`src/rtl/sem_pkg.sv`:
```
package sem_pkg;
  localparam int unsigned NUM_SEM_DEF = 8;

  typedef struct packed {
    logic own_l;
    logic own_r;
    logic pend_l;
    logic pend_r;
  } sem_state_t;
endpackage

```
`src/rtl/sem_port_decode.sv`:
```
module sem_port_decode #(
  parameter int unsigned NUM_SEM = 8,
  localparam int unsigned IDX_W = $clog2(NUM_SEM)
) (
  input  logic             sel_i,
  input  logic             we_i,
  input  logic [IDX_W-1:0] idx_i,
  input  logic             tok_i,
  output logic [NUM_SEM-1:0] req_o,
  output logic [NUM_SEM-1:0] rel_o
);
  logic wr;
  assign wr = sel_i & we_i;

  for (genvar i = 0; i < NUM_SEM; i++) begin : g_dec
    logic hit;
    assign hit      = wr && (idx_i == IDX_W'(i));
    assign req_o[i] = hit & ~tok_i;
    assign rel_o[i] = hit &  tok_i;
  end
endmodule

```
`src/rtl/sem_cell.sv`:
```
module sem_cell
  import sem_pkg::*;
(
  input  logic       clk_i,
  input  logic       rst_ni,
  input  logic       l_req_i,
  input  logic       l_rel_i,
  input  logic       r_req_i,
  input  logic       r_rel_i,
  output sem_state_t st_o
);
  sem_state_t st_q, st_d;
  logic hl, hr, pl, pr, free, gl, gr;

  always_comb begin
    hl   = st_q.own_l & ~l_rel_i;
    hr   = st_q.own_r & ~r_rel_i;
    // a holder's own request is moot; a release withdraws a queued request
    pl   = (st_q.pend_l | l_req_i) & ~st_q.own_l & ~l_rel_i;
    pr   = (st_q.pend_r | r_req_i) & ~st_q.own_r & ~r_rel_i;
    free = ~hl & ~hr;
    gl   = free & pl;
    gr   = free & pr & ~pl;
    st_d.own_l  = hl | gl;
    st_d.own_r  = hr | gr;
    st_d.pend_l = pl & ~gl;
    st_d.pend_r = pr & ~gr;
  end

  always_ff @(posedge clk_i or negedge rst_ni) begin
    if (!rst_ni) st_q <= '0;
    else         st_q <= st_d;
  end

  assign st_o = st_q;
endmodule

```
`src/rtl/sem_read_mux.sv`:
```
module sem_read_mux #(
  parameter int unsigned NUM_SEM = 8,
  localparam int unsigned IDX_W = $clog2(NUM_SEM)
) (
  input  logic               sel_i,
  input  logic               we_i,
  input  logic               oe_i,
  input  logic [IDX_W-1:0]   idx_i,
  input  logic [NUM_SEM-1:0] own_i,
  output logic               rdata_o
);
  always_comb begin
    rdata_o = 1'b1;
    if (sel_i && oe_i && !we_i) rdata_o = ~own_i[idx_i];
  end
endmodule

```
`src/rtl/sem_bank.sv`:
```
module sem_bank
  import sem_pkg::*;
#(
  parameter int unsigned NUM_SEM = NUM_SEM_DEF,
  localparam int unsigned IDX_W = $clog2(NUM_SEM)
) (
  input  logic             clk_i,
  input  logic             rst_ni,
  input  logic             l_sel_i,
  input  logic             l_we_i,
  input  logic             l_oe_i,
  input  logic [IDX_W-1:0] l_idx_i,
  input  logic             l_tok_i,
  output logic             l_rdata_o,
  input  logic             r_sel_i,
  input  logic             r_we_i,
  input  logic             r_oe_i,
  input  logic [IDX_W-1:0] r_idx_i,
  input  logic             r_tok_i,
  output logic             r_rdata_o
);
  logic [NUM_SEM-1:0] l_req, l_rel, r_req, r_rel;
  logic [NUM_SEM-1:0] own_l, own_r, pend_l, pend_r;

  sem_port_decode #(.NUM_SEM(NUM_SEM)) u_dec_l (
    .sel_i(l_sel_i), .we_i(l_we_i), .idx_i(l_idx_i), .tok_i(l_tok_i),
    .req_o(l_req), .rel_o(l_rel)
  );

  sem_port_decode #(.NUM_SEM(NUM_SEM)) u_dec_r (
    .sel_i(r_sel_i), .we_i(r_we_i), .idx_i(r_idx_i), .tok_i(r_tok_i),
    .req_o(r_req), .rel_o(r_rel)
  );

  for (genvar i = 0; i < NUM_SEM; i++) begin : g_cell
    sem_state_t st;
    sem_cell u_cell (
      .clk_i(clk_i), .rst_ni(rst_ni),
      .l_req_i(l_req[i]), .l_rel_i(l_rel[i]),
      .r_req_i(r_req[i]), .r_rel_i(r_rel[i]),
      .st_o(st)
    );
    assign own_l[i]  = st.own_l;
    assign own_r[i]  = st.own_r;
    assign pend_l[i] = st.pend_l;
    assign pend_r[i] = st.pend_r;
  end

  sem_read_mux #(.NUM_SEM(NUM_SEM)) u_rd_l (
    .sel_i(l_sel_i), .we_i(l_we_i), .oe_i(l_oe_i), .idx_i(l_idx_i),
    .own_i(own_l), .rdata_o(l_rdata_o)
  );

  sem_read_mux #(.NUM_SEM(NUM_SEM)) u_rd_r (
    .sel_i(r_sel_i), .we_i(r_we_i), .oe_i(r_oe_i), .idx_i(r_idx_i),
    .own_i(own_r), .rdata_o(r_rdata_o)
  );
endmodule

```
`config.mk`:
```
export PLATFORM = sky130hd
export DESIGN_NAME = sem_bank
export DESIGN_NICKNAME = d
export VERILOG_FILES = /design/src/rtl/sem_pkg.sv /design/src/rtl/sem_port_decode.sv /design/src/rtl/sem_cell.sv /design/src/rtl/sem_read_mux.sv /design/src/rtl/sem_bank.sv
export SDC_FILE = /design/constraint.sdc
export NUM_CORES = 1
export LEC_CHECK = 0
export ABC_AREA = 1
export BUFFER_PORTS_ARGS = -buffer_cell sky130_fd_sc_hd__clkbuf_2
export CAP_MARGIN = 15
export CORE_MARGIN = 1
export CORE_UTILIZATION = 50
export CTS_CLUSTER_DIAMETER = 120
export CTS_CLUSTER_SIZE = 14
export DETAILED_ROUTE_END_ITERATION = 7
export PLACE_DENSITY = 0.81
export SYNTH_ARGS = -nofsm -noshare
export SYNTH_HDL_FRONTEND = slang
export SYNTH_SLANG_ARGS = --single-unit
export TNS_END_PERCENT = 1
```
`constraint.sdc`:
```
create_clock -name clk_i -period 1.2 [get_ports clk_i]
set_input_delay 0.18 -clock clk_i [delete_from_list [all_inputs] [get_ports clk_i]]
set_output_delay 0.18 -clock clk_i [all_outputs]
set_load 0.03 [all_outputs]
```
[Word level (Yosys, flattened, before mapping)]
Cells that the tools add are included.
Storage, ports and cells
  memories kept: 0
  RAM bits: 0
  bits of input ports: 16
  latch bits: 0
  output and inout port bits: 2
  register bits: 32
  bits in read-only memories: 0
Operators by class
  magnitude comparators: 2
  bitwise gates (word level): 238
  shift-type cells: 0
  muxes and demuxes: 6
  div/mod/pow operators: 0
  equality and inequality tests: 14
  $mul: 0
  reductions and logical operators: 24
  add/subtract/negate cells: 0
Operators by type and width (count)
  $and A1 B1 Y1: 130
  $not A1 Y1: 76
  $or A1 B1 Y1: 32
  $eq A3 B3 Y1 const B: 8
  $logic_and A1 B1 Y1: 20
  $eq A3 B2 Y1 const B: 4
  $lt A3 B4 Y1 const B: 2
  $bmux W1 S3: 2
  $eq A3 B1 Y1 const B: 2
  $logic_not A3 Y1: 2
  $mux W1: 4
  $logic_not A1 Y1: 2

[Depth between registers and ports, before layout]
  word-level depth: 11
  mapped depth: 8
  gate-level depth less buffers: 8

[By module]
From an unflattened synthesis, not the netlist that was laid out.
Second synthesis, totals
  cells, all modules: 282
  area, all modules: 1969.4 sq um
By module, submodules not included
  sem_cell: area each 183.9 sq um, times used 8, cells an instance 21
  sem_port_decode: area each 163.9 sq um, times used 2, cells an instance 37
  sem_read_mux: area each 85.1 sq um, times used 2, cells an instance 20

[Worst setup path after synthesis]
No wires, ideal clock.
  path type: register -> output
  start: reg g_cell[7].u_cell.st_q (netlist bit g_cell[7].u_cell.st_o[3])
  end: out l_rdata_o
  stages on the path, launching flop included: 6
  required time: 1.020 ns
  arrival time: 0.901 ns
  slack: 0.119 ns
  cells stage by stage: dfrtp_1 inv_1 nor2_1 a21oi_1 nand4_1 nand3_1
On the way
  word-level cells in the longest chain between the ends: 4
Ends and longest elaborated chain
  from (decl): line sem_cell.sv:12  | sem_state_t st_q, st_d;
  from (signal assigned): line sem_cell.sv:32  | else st_q <= st_d;
  $bmux W1 S3: line sem_read_mux.sv:14  | if (sel_i && oe_i && !we_i) rdata_o = ~own_i[idx_i];
  $mux W1 (implied by the code): line sem_read_mux.sv:14
  $not A1 Y1: line sem_read_mux.sv:14
  $mux W1: line sem_read_mux.sv:14
  to (decl): line sem_bank.sv:14  | output logic l_rdata_o,
No other way between the ends. The select of a mux whose other input is x is not followed.

[Worst setup path in the final report]
Same ends and word-level chain as after synthesis.

==> reports/metrics.csv <==
stage,metric,value,unit
worst_setup_path,Critical path destination,l_rdata_o,
sta,Slew Limit Headroom,0.751,
layout,design area,2110,µm²
hold_path,worst hold-check path type,input pin to async pin,
outcome,status,finished with violations,
synth,Post-Syn Instances,228,
synth,synthesis warning total,0,
placement,hpwl dp,3110,µm
layout,Finished Layout Cells,314,
job,max_cap viols,0,
synth,sequential fraction of the synthesis area,0.465,
floorplanning,Die Area,3680,µm²
clock_network,CTS buffer count,5,
worst_setup_path,worst path buffer plus inverter count,2,
drt,residual DRC count,0,
clock_network,clock sink count,32,
clock_network,# H-tree levels,2,
drt,routed wire length,4120,µm
worst_setup_path,CP peak stage delay,400,ps
placement,placed insts,305,
worst_setup_path,R2R depth,4,
floorplanning,total core area,3150,µm²
placement,IO buf count,17,
synth,Synth area leader,dfrtp_1,
synth,Syn Nets,244,
layout,Layout Utilization,0.670,
floorplanning,DIE HEIGHT,60.7,µm
worst_setup_path,WP depth,6,
synth,Syn Area/Cell,7.55,µm²
worst_setup_path,"setup slack, reg-to-reg",210,ps
floorplanning,FP Rows,20,
sta,Setup-failing EPs final,2,
worst_setup_path,Crit Path Max Fanout,2,
worst_setup_path,"Data required, critical path",1020,ps
sta,Final Max Slew Viols,0,
synth,synthesis-stage register bit count,32,
sta,fin crit period,1510,ps
sta,final hold slack,274,ps
grt,largest net degree at the start of global routing,21,
outcome,failing checks,setup timing,
grt,global-route wire length before repair,6820,µm
worst_setup_path,Worst EP arrival,1330,ps
drt,number of vias per cell,5.26,
clock_network,CTS root buf,clkbuf_4,
worst_setup_path,family with the most delay on the worst path,flip-flops,
sta,RSZ-0062 raised after global routing,true,
layout,antenna cells,0,
sta,setup ws final,-305,ps
synth,top cell type's share of synthesized area,0.465,
pwr,maximum VDD drop,0.000879,V
worst_setup_path,crit path capture type,primary output,
pwr,P per Cell Area,1710,nW/µm²
layout,Syn-to-layout area delta,22.7,%
sta,Setup Skew,11.2,ps
worst_setup_path,worst path cell trace,inv_2 > nor2_2 > a21oi_2 > nand4_1 > nand3_1 > clkbuf_8,
layout,max reg flops,32,
layout,most frequent cells in the layout,"nand2_1, nand3_1, inv_1, dfrtp_1, nor2_1",
worst_setup_path,CP startpoint kind,flop,
sta,Fmax,664,MHz
grt,number of global-route vias before repair,1636,
worst_setup_path,r2r endpoint,g_cell[3].u_cell.st_o[0]$_DFF_PN0_,
floorplanning,die width,60.7,µm
floorplanning,Ports,18,
clock_network,CTS tree,done,
drt,DR iter-0 viols,148,
placement,placed cell areas,2000,µm²
grt,Total GRT Usage,0.261,
sta,Final Hold Viols,0,
worst_setup_path,CP Launch Point,g_cell[7].u_cell.st_o[3]$_DFF_PN0_,
clock_network,"CTS clk-pin slew, worst paths",100,ps
drt,Antenna Nets Post-Route,0,
layout,"commonest non-fill, non-tap cell in the layout",nand2_1,
drt,wire per inst,13.1,µm
synth,Synth Cell Area,1720,µm²
pwr,Leakage,1.12,nW
worst_setup_path,Setup CP Type,flop to primary output,
drt,first drt pass iteration count,5,
worst_setup_path,worst r2r src,g_cell[3].u_cell.st_o[3]$_DFF_PN0_,
layout,Final Net Count,285,
floorplanning,Initial Utilization,0.546,
clock_network,Worst-Skew Late Latency,350,ps
worst_setup_path,"Slowest-stage cell, CP",dfrtp_1,
grt,initial antenna violation count,0,
sta,slew at the pin with the worst max-slew slack,374,ps
clock_network,Longest Clk Path Bufs,2,
synth,synth top area cells,"dfrtp_1, nand3_1, nand2_1, inv_1, nor2_1",
synth,Yosys cell types,17,
placement,Final GP Congestion,0.891,
sta,Final period util,1.25,
layout,share of layout cells above drive strength 1,0.204,
placement,pre-CTS WS,-119,ps
grt,grt ovf,0,
drt,vias,1651,
## timing repair
| item | in CTS | in global routing |
|---|---|---|
| endpoints found under the setup margin | 2 | 2 |
| hold endpoints to repair | 12 | 0 |
| setup buffers | 0 | 0 |
| pin swaps | 1 | 5 |
| gates resized for setup | 7 | 5 |
| hold buffers | 1 | 0 |
## cell usage after synthesis
master and number:
dfrtp_1 32, clkbuf_1 2, nand4_1 4, inv_1 34
a21oi_1 10, inv_2 1, nand2_1 50, o21ai_1 4
nand3b_1 1, nand3_1 38, o21bai_1 8, o21ai_0 4
nor2_4 2, a21boi_0 8, nor2_2 3, nor2_1 22
a22oi_1 5
## where the power goes
group | switching (mW) | leakage [nW] | internal (mW)
logic | 0.780 | 0.667 | 0.532
clock network | 0.376 | 0.0326 | 0.289
registers | 0.254 | 0.419 | 1.37
total | 1.41 | 1.12 | 2.19
## layout make-up
| cell class | count | area [µm²] |
|---|---|---|
| multi-input combinational | 159 | 806 |
| sequential | 32 | 801 |
| timing repair buffer | 36 | 260 |
| tap | 44 | 55.1 |
| fill | 280 | 1040 |
| inverter | 35 | 131 |
| clock buffer | 8 | 58.8 |
## how the worst min path moves through the flow
| stage | end | start | slack (ps) | cells after the start |
|---|---|---|---|---|
| 3_3_place_gp | g_cell[1].u_cell.st_o[3]$_DFF_PN0_ | rst_ni | 110 | 1 |
| 5_1_grt | g_cell[1].u_cell.st_o[3]$_DFF_PN0_ | rst_ni | 310 | 2 |
| 6_report | g_cell[0].u_cell.st_o[3]$_DFF_PN0_ | rst_ni | 270 | 2 |
| 3_5_place_dp | g_cell[1].u_cell.st_o[3]$_DFF_PN0_ | rst_ni | 110 | 1 |
| 2_1_floorplan | g_cell[0].u_cell.st_o[0]$_DFF_PN0_ | rst_ni | -120 | 0 |
| 4_1_cts | g_cell[0].u_cell.st_o[3]$_DFF_PN0_ | rst_ni | 260 | 2 |
## worst register-to-register path, cell delays in order, from the launching register on
cell and delay (ps):
dfrtp_1 390, buf_4 140, inv_1 50, nand3_1 130
a21boi_0 210
## metrics by stage
stage / power, mW / setup TNS [ps]
3_3_place_gp: 2.82 / -475
2_1_floorplan: 2.37 / 0
6_report: 3.60 / -603
3_5_place_dp: 2.88 / -1220
4_1_cts: 3.58 / -691
5_1_grt: 3.87 / -731
## routing by layer
layer | up-vias | wire, µm | GRT usage
met5 | - | 0 | 0
met4 | 0 | 79 | 0.117
met3 | 9 | 230 | 0.0768
met2 | 46 | 2090 | 0.455
met1 | 763 | 1720 | 0.297
li1 | 833 | - | -
## cell families (layout without fill, tap and decap cells)
kind of cell,after synthesis,after routing,share of synthesized area
buffers and inverters,37,79,0.0807
AND/OR/NAND/NOR,120,120,0.310
AO/OA/AOI/OAI,39,39,0.144
flip-flops,32,32,0.465
No activity file was read; power rests on OpenSTA's default activity.
